--- config.mk ---
export PLATFORM = sky130hd
export DESIGN_NAME = asram_ctrl
export DESIGN_NICKNAME = d
export VERILOG_FILES = /design/src/rtl/asram_pkg.sv /design/src/rtl/asram_wait_timer.sv /design/src/rtl/asram_req_latch.sv /design/src/rtl/asram_rd_capture.sv /design/src/rtl/asram_ctrl.sv
export SDC_FILE = /design/constraint.sdc
export NUM_CORES = 1
export LEC_CHECK = 0
export ABC_CLOCK_PERIOD_IN_PS = 2200
export BUFFER_PORTS_ARGS = -buffer_cell sky130_fd_sc_hd__buf_4
export CORE_AREA = 2 2 70 72
export DETAILED_ROUTE_END_ITERATION = 10
export DIE_AREA = 0 0 72 74
export GPL_TIMING_DRIVEN = 0
export PLACE_DENSITY = 0.76
export SLEW_MARGIN = 15
export SYNTH_ARGS = -nofsm -noshare
export SYNTH_HDL_FRONTEND = slang
export SYNTH_SLANG_ARGS = --single-unit
export TNS_END_PERCENT = 5
--- constraint.sdc ---
create_clock -name clk -period 2.2 [get_ports clk]
set_input_delay 0.55 -clock clk [delete_from_list [all_inputs] [get_ports clk]]
set_output_delay 0.55 -clock clk [all_outputs]
set_load 0.005 [all_outputs]
--- src/rtl/asram_pkg.sv ---
`timescale 1ns/1ps
package asram_pkg;

    typedef enum logic [2:0] {
        ST_IDLE,
        ST_READ_SETUP,
        ST_READ_WAIT,
        ST_READ_CAPTURE,
        ST_TURNAROUND,
        ST_WRITE_SETUP,
        ST_WRITE_PULSE,
        ST_WRITE_END
    } ctrl_state_t;

    // ns minimum to clock cycles, rounded up, never below one
    function automatic int unsigned ns_to_cyc(input int unsigned ns, input int unsigned per_ns);
        int unsigned c;
        c = (ns + per_ns - 1) / per_ns;
        return (c < 1) ? 1 : c;
    endfunction

    function automatic int unsigned max_u(input int unsigned a, input int unsigned b);
        return (a > b) ? a : b;
    endfunction

    // a - b, floored at one cycle
    function automatic int unsigned sub_min1(input int unsigned a, input int unsigned b);
        return (a > b + 1) ? (a - b) : 1;
    endfunction

endpackage

--- src/rtl/asram_wait_timer.sv ---
`timescale 1ns/1ps
module asram_wait_timer #(
    parameter int CNT_W = 2
) (
    input  logic             clk,
    input  logic             rst_n,
    input  logic             load,
    input  logic [CNT_W-1:0] load_val,
    output logic             done
);

    logic [CNT_W-1:0] cnt_q;

    // load with N gives N cycles in the new state, done in the last one
    always_ff @(posedge clk or negedge rst_n) begin
        if (!rst_n) begin
            cnt_q <= '0;
        end else if (load) begin
            cnt_q <= load_val - CNT_W'(1);
        end else if (cnt_q != '0) begin
            cnt_q <= cnt_q - CNT_W'(1);
        end
    end

    assign done = (cnt_q == '0);

endmodule

--- src/rtl/asram_req_latch.sv ---
`timescale 1ns/1ps
module asram_req_latch #(
    parameter int ADDR_W = 17,
    parameter int DATA_W = 8
) (
    input  logic              clk,
    input  logic              rst_n,
    input  logic              load,
    input  logic [ADDR_W-1:0] addr_in,
    input  logic [DATA_W-1:0] wdata_in,
    output logic [ADDR_W-1:0] addr_q,
    output logic [DATA_W-1:0] wdata_q
);

    always_ff @(posedge clk or negedge rst_n) begin
        if (!rst_n) begin
            addr_q  <= '0;
            wdata_q <= '0;
        end else if (load) begin
            addr_q  <= addr_in;
            wdata_q <= wdata_in;
        end
    end

endmodule

--- src/rtl/asram_rd_capture.sv ---
`timescale 1ns/1ps
module asram_rd_capture #(
    parameter int DATA_W = 8
) (
    input  logic              clk,
    input  logic              rst_n,
    input  logic              capture,
    input  logic [DATA_W-1:0] din,
    output logic [DATA_W-1:0] rdata,
    output logic              valid
);

    always_ff @(posedge clk or negedge rst_n) begin
        if (!rst_n) begin
            rdata <= '0;
            valid <= 1'b0;
        end else begin
            valid <= capture;
            if (capture) begin
                rdata <= din;
            end
        end
    end

endmodule

--- src/rtl/asram_ctrl.sv ---
`timescale 1ns/1ps
module asram_ctrl
    import asram_pkg::*;
#(
    parameter int ADDR_W        = 17,
    parameter int DATA_W        = 8,
    parameter int CLK_PERIOD_NS = 8,
    parameter int T_WP_NS       = 8,
    parameter int T_DW_NS       = 7,
    parameter int T_AW_NS       = 10,
    parameter int T_AA_NS       = 12,
    parameter int T_OE_NS       = 6,
    parameter int T_OHZ_NS      = 5,
    parameter int T_CYC_NS      = 12
) (
    input  logic              clk,
    input  logic              rst_n,
    input  logic              req_valid,
    output logic              req_ready,
    input  logic              req_write,
    input  logic [ADDR_W-1:0] req_addr,
    input  logic [DATA_W-1:0] req_wdata,
    output logic [DATA_W-1:0] rsp_rdata,
    output logic              rsp_valid,
    output logic [ADDR_W-1:0] mem_addr,
    output logic              mem_ce_n,
    output logic              mem_ce,
    output logic              mem_we_n,
    output logic              mem_oe_n,
    output logic [DATA_W-1:0] mem_dq_out,
    output logic              mem_dq_oe,
    input  logic [DATA_W-1:0] mem_dq_in
);

    // cycle counts derived from the ns minimums
    localparam int unsigned WP_CYC   = ns_to_cyc(T_WP_NS,  CLK_PERIOD_NS);
    localparam int unsigned AW_CYC   = ns_to_cyc(T_AW_NS,  CLK_PERIOD_NS);
    localparam int unsigned DW_CYC   = ns_to_cyc(T_DW_NS,  CLK_PERIOD_NS);
    localparam int unsigned AA_CYC   = ns_to_cyc(T_AA_NS,  CLK_PERIOD_NS);
    localparam int unsigned OE_CYC   = ns_to_cyc(T_OE_NS,  CLK_PERIOD_NS);
    localparam int unsigned OHZ_CYC  = ns_to_cyc(T_OHZ_NS, CLK_PERIOD_NS);
    localparam int unsigned CYC_CYC  = ns_to_cyc(T_CYC_NS, CLK_PERIOD_NS);

    localparam int unsigned WSU_CYC  = sub_min1(max_u(AW_CYC, DW_CYC), WP_CYC);
    localparam int unsigned WEND_CYC = sub_min1(CYC_CYC, WSU_CYC + WP_CYC);
    localparam int unsigned RSU_CYC  = 1;
    localparam int unsigned RW_CYC   = max_u(OE_CYC, max_u(sub_min1(AA_CYC, RSU_CYC),
                                                           sub_min1(CYC_CYC, RSU_CYC)));
    localparam int unsigned RC_CYC   = 1;
    localparam int unsigned TA_CYC   = OHZ_CYC;

    localparam int unsigned MAX_CYC  = max_u(max_u(max_u(WSU_CYC, WEND_CYC), max_u(WP_CYC, RW_CYC)),
                                             max_u(TA_CYC, 2));
    localparam int CNT_W = $clog2(MAX_CYC + 1);

    ctrl_state_t      state_q, state_d;
    logic             timer_load, timer_done;
    logic [CNT_W-1:0] timer_val;
    logic             accept, capture;
    logic             sel_d, drive_d;

    assign req_ready = (state_q == ST_IDLE);
    assign accept    = req_ready && req_valid;
    assign capture   = (state_q == ST_READ_WAIT) && timer_done;

    // next-state decision
    always_comb begin
        state_d = state_q;
        unique case (state_q)
            ST_IDLE:         if (req_valid) state_d = req_write ? ST_WRITE_SETUP : ST_READ_SETUP;
            ST_READ_SETUP:   if (timer_done) state_d = ST_READ_WAIT;
            ST_READ_WAIT:    if (timer_done) state_d = ST_READ_CAPTURE;
            ST_READ_CAPTURE: if (timer_done) state_d = ST_TURNAROUND;
            ST_TURNAROUND:   if (timer_done) state_d = ST_IDLE;
            ST_WRITE_SETUP:  if (timer_done) state_d = ST_WRITE_PULSE;
            ST_WRITE_PULSE:  if (timer_done) state_d = ST_WRITE_END;
            ST_WRITE_END:    if (timer_done) state_d = ST_IDLE;
            default:         state_d = ST_IDLE;
        endcase
    end

    // state register
    always_ff @(posedge clk or negedge rst_n) begin
        if (!rst_n) begin
            state_q <= ST_IDLE;
        end else begin
            state_q <= state_d;
        end
    end

    // dwell length of the state being entered
    assign timer_load = (state_d != state_q);

    always_comb begin
        unique case (state_d)
            ST_READ_SETUP:   timer_val = CNT_W'(RSU_CYC);
            ST_READ_WAIT:    timer_val = CNT_W'(RW_CYC);
            ST_READ_CAPTURE: timer_val = CNT_W'(RC_CYC);
            ST_TURNAROUND:   timer_val = CNT_W'(TA_CYC);
            ST_WRITE_SETUP:  timer_val = CNT_W'(WSU_CYC);
            ST_WRITE_PULSE:  timer_val = CNT_W'(WP_CYC);
            ST_WRITE_END:    timer_val = CNT_W'(WEND_CYC);
            default:         timer_val = CNT_W'(1);
        endcase
    end

    // strobe decode from the next state, registered below
    always_comb begin
        unique case (state_d)
            ST_READ_SETUP, ST_READ_WAIT: begin
                sel_d   = 1'b1;
                drive_d = 1'b0;
            end
            ST_WRITE_SETUP, ST_WRITE_PULSE, ST_WRITE_END: begin
                sel_d   = 1'b1;
                drive_d = 1'b1;
            end
            default: begin
                sel_d   = 1'b0;
                drive_d = 1'b0;
            end
        endcase
    end

    // output register: every strobe leaves a flip-flop
    always_ff @(posedge clk or negedge rst_n) begin
        if (!rst_n) begin
            mem_ce_n  <= 1'b1;
            mem_ce    <= 1'b0;
            mem_we_n  <= 1'b1;
            mem_oe_n  <= 1'b1;
            mem_dq_oe <= 1'b0;
        end else begin
            mem_ce_n  <= !sel_d;
            mem_ce    <= sel_d;
            mem_we_n  <= (state_d != ST_WRITE_PULSE);
            mem_oe_n  <= (state_d != ST_READ_WAIT);
            mem_dq_oe <= drive_d;
        end
    end

    asram_wait_timer #(.CNT_W(CNT_W)) u_timer (
        .clk      (clk),
        .rst_n    (rst_n),
        .load     (timer_load),
        .load_val (timer_val),
        .done     (timer_done)
    );

    asram_req_latch #(.ADDR_W(ADDR_W), .DATA_W(DATA_W)) u_req (
        .clk      (clk),
        .rst_n    (rst_n),
        .load     (accept),
        .addr_in  (req_addr),
        .wdata_in (req_wdata),
        .addr_q   (mem_addr),
        .wdata_q  (mem_dq_out)
    );

    asram_rd_capture #(.DATA_W(DATA_W)) u_rd (
        .clk     (clk),
        .rst_n   (rst_n),
        .capture (capture),
        .din     (mem_dq_in),
        .rdata   (rsp_rdata),
        .valid   (rsp_valid)
    );

endmodule

==> flow_metrics.env, run 1 <==
export IMPL_r2r_slack_ps=410
export IMPL_p_sw_share_pct=27.8
export IMPL_mostFrequentLayoutCells="77 x buf_4, 41 x dfrtp_1, 18 x mux2_4"
export IMPL_grt_pass1_vias=1216
export IMPL_cts_sinks=44
export IMPL_power_leakage_nw=1.26
export IMPL_via_per_inst=4.82
export IMPL_intPower_mw=2.63
export IMPL_cp_required_ps=2370
export IMPL_gp_congestion=0.727
export IMPL_maxCapViolCount=0
export IMPL_highest_layer="met4"
export IMPL_wire_per_inst_um=13.5
export IMPL_routed_wl_met2_um=1540
export IMPL_final_common_cell="buf_4"
export IMPL_h_tree_depth=2
export IMPL_synth_cells=119
export IMPL_area_growth_pct=39.8
export IMPL_cp_endpoint="u_rd.rdata[7]"
export IMPL_postCtsSetupRepairBufs=0
export IMPL_finalSetupViolations=0
export IMPL_numPortBuffers=76
export IMPL_reg2regPathDepth=6
export IMPL_drive_above_1_share_pct=64.0
export IMPL_combPwrFrac_pct=45.0
export IMPL_cp_start_kind="flip-flop"
export IMPL_tns_ps=0
export IMPL_cellPowerDensity_nw_per_um2=1390
export IMPL_drtIter0Drc=42
export IMPL_hold_path_class="primary input to async pin"
export IMPL_crit_buf_inv=2
export IMPL_grt_max_degree=45
export IMPL_cp_max_fo=10
export IMPL_post_route_drc_count=0
export IMPL_clock_skew_final_ps=4.81
export IMPL_crit_path_start="u_timer.cnt_q[0]"
export IMPL_critPathMaxStageDelay_ps=400
export IMPL_cp_cell_sequence="inv_1, ha_1, buf_2, nand2_1, nor3_4, mux2_2"
export IMPL_gr_total_overflow=0
export IMPL_routedLengthMet1_um=1560
export IMPL_die_h_um=74
export IMPL_synth_seq_area_share_pct=59.0
export IMPL_grt_total_usage_pct=13.6
export IMPL_fp_dieArea_um2=5330
export IMPL_relSlewSlack_pct=64.1
export IMPL_stdcell_count=257
export IMPL_ys_warn_count=0
export IMPL_fin_nets=240
export IMPL_cts_buffers=5
export IMPL_vias=1239
export IMPL_fin_crit_sh_pct=81.4
export IMPL_reg2reg_to="u_rd.rdata[7]"
export IMPL_cp_end_kind="flip-flop"
export IMPL_cp_arrival_ps=1960
export IMPL_antenna_cells=0
export IMPL_start_util_pct=40.7
export IMPL_syn_avg_cell_area_um2=15.7
export IMPL_grt_pass1_wl_um=5500
export IMPL_wl_met3_um=328
export IMPL_clock_path_buffers=2
export IMPL_antenna_found_initial=0
export IMPL_drtPass1Iterations=4
export IMPL_crit_type="flip-flop to flip-flop"
export IMPL_irDropWorstVdd_v=0.000508
export IMPL_finalPower_mw=3.65
export IMPL_crit_cells=6
export IMPL_synthDistinctLibCells=28
export IMPL_slowest_stage="dfrtp_1"
export IMPL_p_switching_mw=1.01
export IMPL_cts_tree="done"
export IMPL_cts_resized=0
export IMPL_max_freq_ghz=0.559
export IMPL_syn_nets=157
export IMPL_coreArea_um2=4600
export IMPL_status="complete, no violations"
export IMPL_seqPwrFrac_pct=38.6
export IMPL_synthesis_area_um2=1870
export IMPL_clockRootBuffer="clkbuf_8"
export IMPL_clock_latency_ps=290
export IMPL_ant_nets=0
export IMPL_ios=77
export IMPL_slew_viol_final=0
export IMPL_synth_seq_cells=44
export IMPL_path_clk_slew_ps=80
export IMPL_wl_um=3480
export IMPL_p_clk_share_pct=16.4
export IMPL_rows=25
export IMPL_die_x_um=72
export IMPL_cts_hold_buf=0
export IMPL_hpwl_um=2480
export IMPL_hold_viol_final=0
export IMPL_numPlacedInstances=249
export IMPL_crit_family="simple AND/OR/NAND/NOR gates"
export IMPL_worst_slew_pin_slew_ps=538
export IMPL_period_minus_slack_ps=1790
export IMPL_reg2reg_from="u_timer.cnt_q[0]"
export IMPL_rsz0062_at_grt="false"
## per-stage QoR
stage / setup slack (ps) / util, % / hold slack (ps) / area, µm²
after detailed placement: 402 / 54.6 / 479 / 2510
after global routing: 235 / 57.0 / 273 / 2620
after floorplan: 596 / - / 254 / 1870
after CTS: 384 / 57.0 / 257 / 2620
after global placement: 412 / 54.6 / 472 / 2510
final: 410 / 57.0 / 241 / 2620
## registers in the layout, indices dropped and copies added (netlist names)
name           flops
state_q            3
mem_dq_oe          1
mem_ce_n           1
u_req.wdata_q      8
mem_we_n           1
u_timer.cnt_q      2
mem_oe_n           1
u_req.addr_q      17
u_rd.rdata         8
mem_ce             1
u_rd.valid         1
## worst min path at each step
stage	cells past startpoint	end	from	slack, ps
2_1_floorplan	0	mem_ce	rst_n	250
3_3_place_gp	1	u_timer.cnt_q[0]	u_timer.cnt_q[0]	470
3_5_place_dp	1	u_timer.cnt_q[0]	u_timer.cnt_q[0]	480
4_1_cts	1	u_rd.rdata[2]	rst_n	260
5_1_grt	1	u_rd.rdata[0]	rst_n	270
6_report	1	u_rd.rdata[0]	rst_n	240
## metal layers
layer / up-vias / track usage (%)
met3: 7 / 5.15
met5: - / 0
li1: 578 / -
met2: 59 / 20.6
met4: 0 / 5.66
met1: 595 / 17.7
## power by group through the flow
stage,Clock [mW],Combinational (mW),Sequential [mW]
after floorplan,0,0.888,1.44
after global placement,0,1.64,1.41
after detailed placement,0,1.66,1.43
after CTS,0.626,1.67,1.42
after global routing,0.665,1.79,1.46
final,0.597,1.64,1.41
## synth_stat cells (all sizes together)
| cell | instances | area, µm² |
|---|---|---|
| nand3 | 1 | 5.00 |
| nand2 | 4 | 15.0 |
| o31ai | 2 | 15.0 |
| o21ai | 3 | 15.0 |
| a31oi | 2 | 12.5 |
| and3 | 1 | 6.26 |
| and2 | 1 | 8.76 |
| dfrtp | 41 | 1030 |
| nand4b | 2 | 17.5 |
| o21a | 1 | 7.51 |
| or3b | 1 | 8.76 |
| dfstp | 3 | 78.8 |
| a21oi | 1 | 5.00 |
| buf | 7 | 88.8 |
| mux2 | 33 | 439 |
| nand3b | 1 | 7.51 |
| nor3 | 2 | 32.5 |
| o21bai | 1 | 7.51 |
| or3 | 2 | 12.5 |
| nor2 | 1 | 3.75 |
| ha | 1 | 12.5 |
| nor2b | 3 | 18.8 |
| xnor2 | 2 | 17.5 |
| inv | 3 | 11.3 |
## logic make-up (layout without fill, tap and decap cells)
group                      after synthesis  after routing  synth area share, %
AOI/OAI and AO/OA                       10             10                 3.34
and+or+nand+nor                         19             19                 7.28
xor gates and xnor gates                 2              2                0.935
muxes                                   33             33                 23.4
buffers and inverters                   10             94                 5.34
DFF                                     44             44                 59.0
adders and majority gates                1              1                0.668
## cell type report
type                            instances  area, µm²
Buffer                                  7       88.8
Clock buffer                            6       72.6
Clock inverter                          2       35.0
Fill cell                             378       1980
Inverter                                3       11.3
Multi-Input combinational cell         65        668
Sequential cell                        44       1100
Tap cell                               54       67.6
Timing Repair Buffer                   76        571
No activity file was read; power rests on OpenSTA's default activity.
==> run 2: changes to the inputs <==
Settings changed: ABC_AREA set to 1, ABC_CLOCK_PERIOD_IN_PS 2200 to 1600, CORE_AREA 2 2 70 72 to 2 2 69 71, DIE_AREA 0 0 72 74 to 0 0 71 73, PLACE_DENSITY 0.76 to 0.79.
Clock period 2.2 ns to 1.6 ns, I/O delays scaled along.
==> flow_metrics.env, run 2 <==
export IMPL_via_per_inst=4.45
export IMPL_slowest_stage="dfrtp_1"
export IMPL_ys_async_sr_fraction_pct=100
export IMPL_grt_max_degree=45
export IMPL_crit_type="flip-flop to primary output"
export IMPL_grt_pass1_wl_um=6270
export IMPL_dp_worst_setup_slack_ps=105
export IMPL_vias=1505
export IMPL_cellPowerDensity_nw_per_um2=1800
export IMPL_synth_top_cells_by_count="63 x nand2_1, 41 x dfrtp_1, 35 x inv_1"
export IMPL_clock_skew_final_ps=4.26
export IMPL_drtPass1Iterations=4
export IMPL_grt_total_usage_pct=15.5
export IMPL_h_tree_depth=2
export IMPL_cts_buffers=5
export IMPL_max_freq_ghz=0.663
export IMPL_drtIter0Drc=53
export IMPL_die_x_um=71
export IMPL_cp_end_kind="primary output"
export IMPL_cp_required_ps=1200
export IMPL_postCtsSetupRepairBufs=0
export IMPL_antenna_cells=0
export IMPL_reg2regPathDepth=11
export IMPL_fp_dieArea_um2=5180
export IMPL_clock_path_buffers=2
export IMPL_numPlacedInstances=330
export IMPL_crit_buf_inv=1
export IMPL_path_clk_slew_ps=80
export IMPL_drive_above_1_share_pct=36.3
export IMPL_cp_max_fo=7
export IMPL_rows=25
export IMPL_gr_total_overflow=0
export IMPL_fin_nets=321
export IMPL_hpwl_um=2820
export IMPL_antenna_found_initial=0
export IMPL_cp_start_kind="flip-flop"
export IMPL_synthDistinctLibCells=22
export IMPL_wl_um=3730
export IMPL_status="complete, no violations"
export IMPL_coreArea_um2=4540
export IMPL_gp_congestion=0.856
export IMPL_power_leakage_nw=1.44
export IMPL_synthesis_area_um2=1810
export IMPL_clockRootBuffer="clkbuf_8"
export IMPL_critPathMaxStageDelay_ps=500
export IMPL_stdcell_count=338
export IMPL_crit_cells=2
export IMPL_largest_reg_flops=17
export IMPL_irDropWorstVdd_v=0.000760
export IMPL_ys_flop_type="dfrtp_1"
export IMPL_synth_seq_cells=44
export IMPL_hold_viol_final=0
export IMPL_cts_tree="done"
export IMPL_fin_hold_ws_ps=93.9
export IMPL_numPortBuffers=76
export IMPL_hold_path_class="primary input to async pin"
export IMPL_clock_latency_ps=280
export IMPL_grt_pass1_vias=1456
export IMPL_synth_top_cell_area_share_pct=56.7
export IMPL_synth_cells=200
export IMPL_final_common_cell="buf_4"
export IMPL_cts_sinks=44
export IMPL_syn_nets=238
export IMPL_slew_viol_final=0
export IMPL_yosysMostFrequentCell="nand2_1"
export IMPL_finalSetupViolations=0
export IMPL_worst_slew_pin_slew_ps=526
export IMPL_ios=77
export IMPL_cp_cell_sequence="nor3_2, buf_4"
export IMPL_ant_nets=0
export IMPL_maxCapViolCount=0
export IMPL_top_regs="u_req.addr_q x17, u_rd.rdata x8, u_req.wdata_q x8"
export IMPL_crit_family="flip-flops"
export IMPL_synth_seq_area_share_pct=61.1
export IMPL_start_util_pct=39.9
export IMPL_wire_per_inst_um=11.0
export IMPL_synth_top_cells_by_area="dfrtp_1 57%, nand2_1 13%, inv_1 7.3%"
export IMPL_fin_crit_sh_pct=94.2
export IMPL_die_h_um=73
export IMPL_ys_warn_count=0
export IMPL_r2r_slack_ps=140
export IMPL_mostFrequentLayoutCells="76 x buf_4, 62 x nand2_1, 41 x dfrtp_1"
export IMPL_period_minus_slack_ps=1510
export IMPL_post_route_drc_count=0
export IMPL_syn_avg_cell_area_um2=9.04
export IMPL_area_growth_pct=41.1
export IMPL_synth_edff_count=0
export IMPL_worst_slack_ps=92.7
export IMPL_regMostFlops="u_req.addr_q"
export IMPL_relSlewSlack_pct=64.9
export IMPL_tns_ps=0
export IMPL_yosysTopAreaCell="dfrtp_1"
export IMPL_cp_arrival_ps=1110
[run 2: changes by cell type after synthesis, sizes merged, moves of 3 or more]
cell	delta
inv	+33
mux2	-33
nand2	+62
nand3	+7
nor2	+6
nor2b	-3
o21ai	+22
[run 2: metal layers]
metal | share of wire [%] | global-route usage [%]
met1 | 43 | 18.8
met2 | 50 | 27.2
met3 | 5.5 | 3.04
met4 | 1.4 | 6.29
met5 | 0 | 0
[run 2: final timing paths]
path                                   from                to
min in group clk               mem_dq_in[7]     u_rd.rdata[7]
min reg2reg                   u_rd.rdata[7]     u_rd.rdata[7]
min                                   rst_n  u_req.addr_q[12]
max in group asynchronous             rst_n          mem_we_n
max                              state_q[0]         req_ready
max reg2reg                u_timer.cnt_q[0]            mem_ce
[run 2: cell type report]
| type | count | area, µm² |
|---|---|---|
| fillers | 435 | 1980 |
| inverters | 37 | 140 |
| flip-flops and latches | 44 | 1100 |
| well taps | 54 | 67.6 |
| plain buffers | 6 | 32.5 |
| clock buffers | 8 | 90.1 |
| repair buffers | 76 | 571 |
| multi-input cells | 113 | 546 |
[run 2: cell families after synthesis]
family | after synthesis | synth area share, %
and+or+nand+nor | 84 | 20.7
DFF | 44 | 61.1
buffers and inverters | 43 | 9.41
AOI/OAI and AO/OA | 27 | 7.61
xor gates and xnor gates | 1 | 0.485
adders and majority gates | 1 | 0.692
[run 2: report_power, final]
group / total, mW / internal [mW] / switching (mW)
clock network: 0.689 / 0.352 / 0.337
logic: 1.97 / 0.998 / 0.968
registers: 1.93 / 1.63 / 0.303
[run 2: what timing repair did]
item	in CTS	in global routing
hold buffers	0	0
endpoints found under the setup margin	0	12
gates resized for setup	0	4
[run 2: through the flow]
| step | util, % | power (mW) | cell area, µm² |
|---|---|---|---|
| floorplan | - | 2.90 | 1810 |
| global placement | 53.9 | 3.86 | 2450 |
| detailed placement | 53.9 | 3.93 | 2450 |
| CTS | 55.9 | 4.63 | 2540 |
| global route | 56.2 | 5.00 | 2550 |
| finish | 56.2 | 4.59 | 2550 |
==> run 3: changes to the inputs <==
Settings changed: RECOVER_POWER set to 50, SKIP_CTS_REPAIR_TIMING set to 1.
==> flow_metrics.env, run 3 (synthesized netlist as in run 2, its figures left out) <==
export IMPL_status="complete, no violations"
export IMPL_hold_viol_final=0
export IMPL_clock_latency_ps=280
export IMPL_numPortBuffers=76
export IMPL_wl_um=3710
export IMPL_irDropWorstVdd_v=0.000759
export IMPL_gp_congestion=0.856
export IMPL_clockRootBuffer="clkbuf_8"
export IMPL_crit_type="flip-flop to primary output"
export IMPL_ant_nets=0
export IMPL_cp_arrival_ps=1110
export IMPL_p_clk_share_pct=15.1
export IMPL_clock_skew_final_ps=4.60
export IMPL_area_growth_pct=40.8
export IMPL_start_util_pct=39.9
export IMPL_fp_dieArea_um2=5180
export IMPL_fin_crit_sh_pct=94.1
export IMPL_stdcell_area_um2=2540
export IMPL_cts_buffers=5
export IMPL_via_per_inst=4.46
export IMPL_finalSetupViolations=0
export IMPL_maxCapViolCount=0
export IMPL_antenna_cells=0
export IMPL_cp_end_kind="primary output"
export IMPL_drtIter0Drc=66
export IMPL_cp_start_kind="flip-flop"
export IMPL_cts_sinks=44
export IMPL_grt_max_degree=45
export IMPL_finalPower_mw=4.55
export IMPL_die_h_um=73
export IMPL_die_x_um=71
export IMPL_p_sw_share_pct=35.2
export IMPL_coreArea_um2=4540
export IMPL_reg2reg_from="u_timer.cnt_q[0]"
export IMPL_combPwrFrac_pct=42.6
export IMPL_cellPowerDensity_nw_per_um2=1790
export IMPL_wire_per_inst_um=11.0
export IMPL_seqPwrFrac_pct=42.3
export IMPL_placedInstanceArea_um2=2450
export IMPL_rows=25
export IMPL_stdcell_count=338
export IMPL_final_common_cell="nand2_1"
export IMPL_mostFrequentLayoutCells="62 x nand2_1, 56 x buf_4, 41 x dfrtp_1"
export IMPL_largest_reg_flops=17
export IMPL_fin_nets=321
export IMPL_hold_path_class="primary input to async pin"
export IMPL_intPower_mw=2.95
export IMPL_cp_required_ps=1200
export IMPL_drive_above_1_share_pct=35.9
export IMPL_slew_viol_final=0
export IMPL_vias=1506
export IMPL_grt_pass1_vias=1456
export IMPL_max_freq_ghz=0.664
export IMPL_clock_path_buffers=2
export IMPL_relSlewSlack_pct=30.8
export IMPL_crit_path_start="state_q[0]"
export IMPL_grt_total_usage_pct=15.5
export IMPL_h_tree_depth=2
export IMPL_p_switching_mw=1.60
export IMPL_power_leakage_nw=1.43
export IMPL_fillers=438
export IMPL_cts_tree="done"
export IMPL_path_clk_slew_ps=80
export IMPL_post_route_drc_count=0
export IMPL_hpwl_um=2820
export IMPL_regMostFlops="u_req.addr_q"
export IMPL_period_minus_slack_ps=1510
export IMPL_top_regs="u_req.addr_q x17, u_rd.rdata x8, u_req.wdata_q x8"
export IMPL_worst_slew_pin_slew_ps=1040
export IMPL_grt_pass1_wl_um=6270
export IMPL_numPlacedInstances=330
export IMPL_drtPass1Iterations=4
export IMPL_antenna_found_initial=0
export IMPL_cp_max_fo=7
export IMPL_gr_total_overflow=0
export IMPL_ios=77
-- run 3: cell types whose count changed in the layout (fill, tap and decap cells not counted) --
cell      previous run  this run
buf_4               76        56
clkbuf_4             1        19
clkbuf_1             2         3
clkbuf_2             0         1
-- run 3: layout make-up --
| class | count | area, µm² | share of cell area [%] |
|---|---|---|---|
| Timing Repair Buffer | 76 | 564 | 22.2 |
| Inverter | 37 | 140 | 5.51 |
| Multi-Input combinational cell | 113 | 546 | 21.4 |
| Buffer | 6 | 32.5 | 1.28 |
| Sequential cell | 44 | 1100 | 43.4 |
| Clock buffer | 8 | 90.1 | 3.54 |
| Tap cell | 54 | 67.6 | 2.65 |
-- run 3: critical path: stages, from the launching register on --
cell and delay [ps]:
dfrtp_1 500, nor3_2 190, buf_4 130
-- run 3: power by group through the flow --
| stage | sequential (mW) | combinational (mW) | clock [mW] |
|---|---|---|---|
| global placement | 1.93 | 1.93 | 0 |
| floorplan | 1.96 | 0.943 | 0 |
| detailed placement | 1.93 | 2.00 | 0 |
| CTS | 1.93 | 1.99 | 0.716 |
| finish | 1.93 | 1.94 | 0.687 |
| global route | 1.99 | 2.20 | 0.769 |
-- run 3: final timing paths --
check / end / slack [ps] / cells after the start
setup / recovery: req_ready / 90 / 2
hold / removal: u_req.addr_q[12] / 290 / 1
setup reg to reg: mem_ce / 140 / 11
min in group clk: u_rd.rdata[7] / 310 / 3
hold reg to reg: u_rd.rdata[1] / 480 / 2
max in group asynchronous: u_req.wdata_q[7] / 680 / 1
-- run 3: layer usage --
metal | vias to the layer above | track usage, % | wire [µm]
li1 | 773 | - | -
met1 | 682 | 18.8 | 1620
met2 | 46 | 27.2 | 1860
met3 | 5 | 3.04 | 190
met4 | 0 | 6.29 | 38
met5 | - | 0 | 0
-- run 3: metrics by stage --
step	setup slack (ps)	hold WS, ps	setup TNS (ps)	util [%]
detailed placement	105	420	0	53.9
global placement	154	421	0	53.9
floorplan	247	104	0	-
global route	-7.93	302	-7.93	56.1
CTS	79.6	107	0	55.9
finish	94.0	290	0	56.1
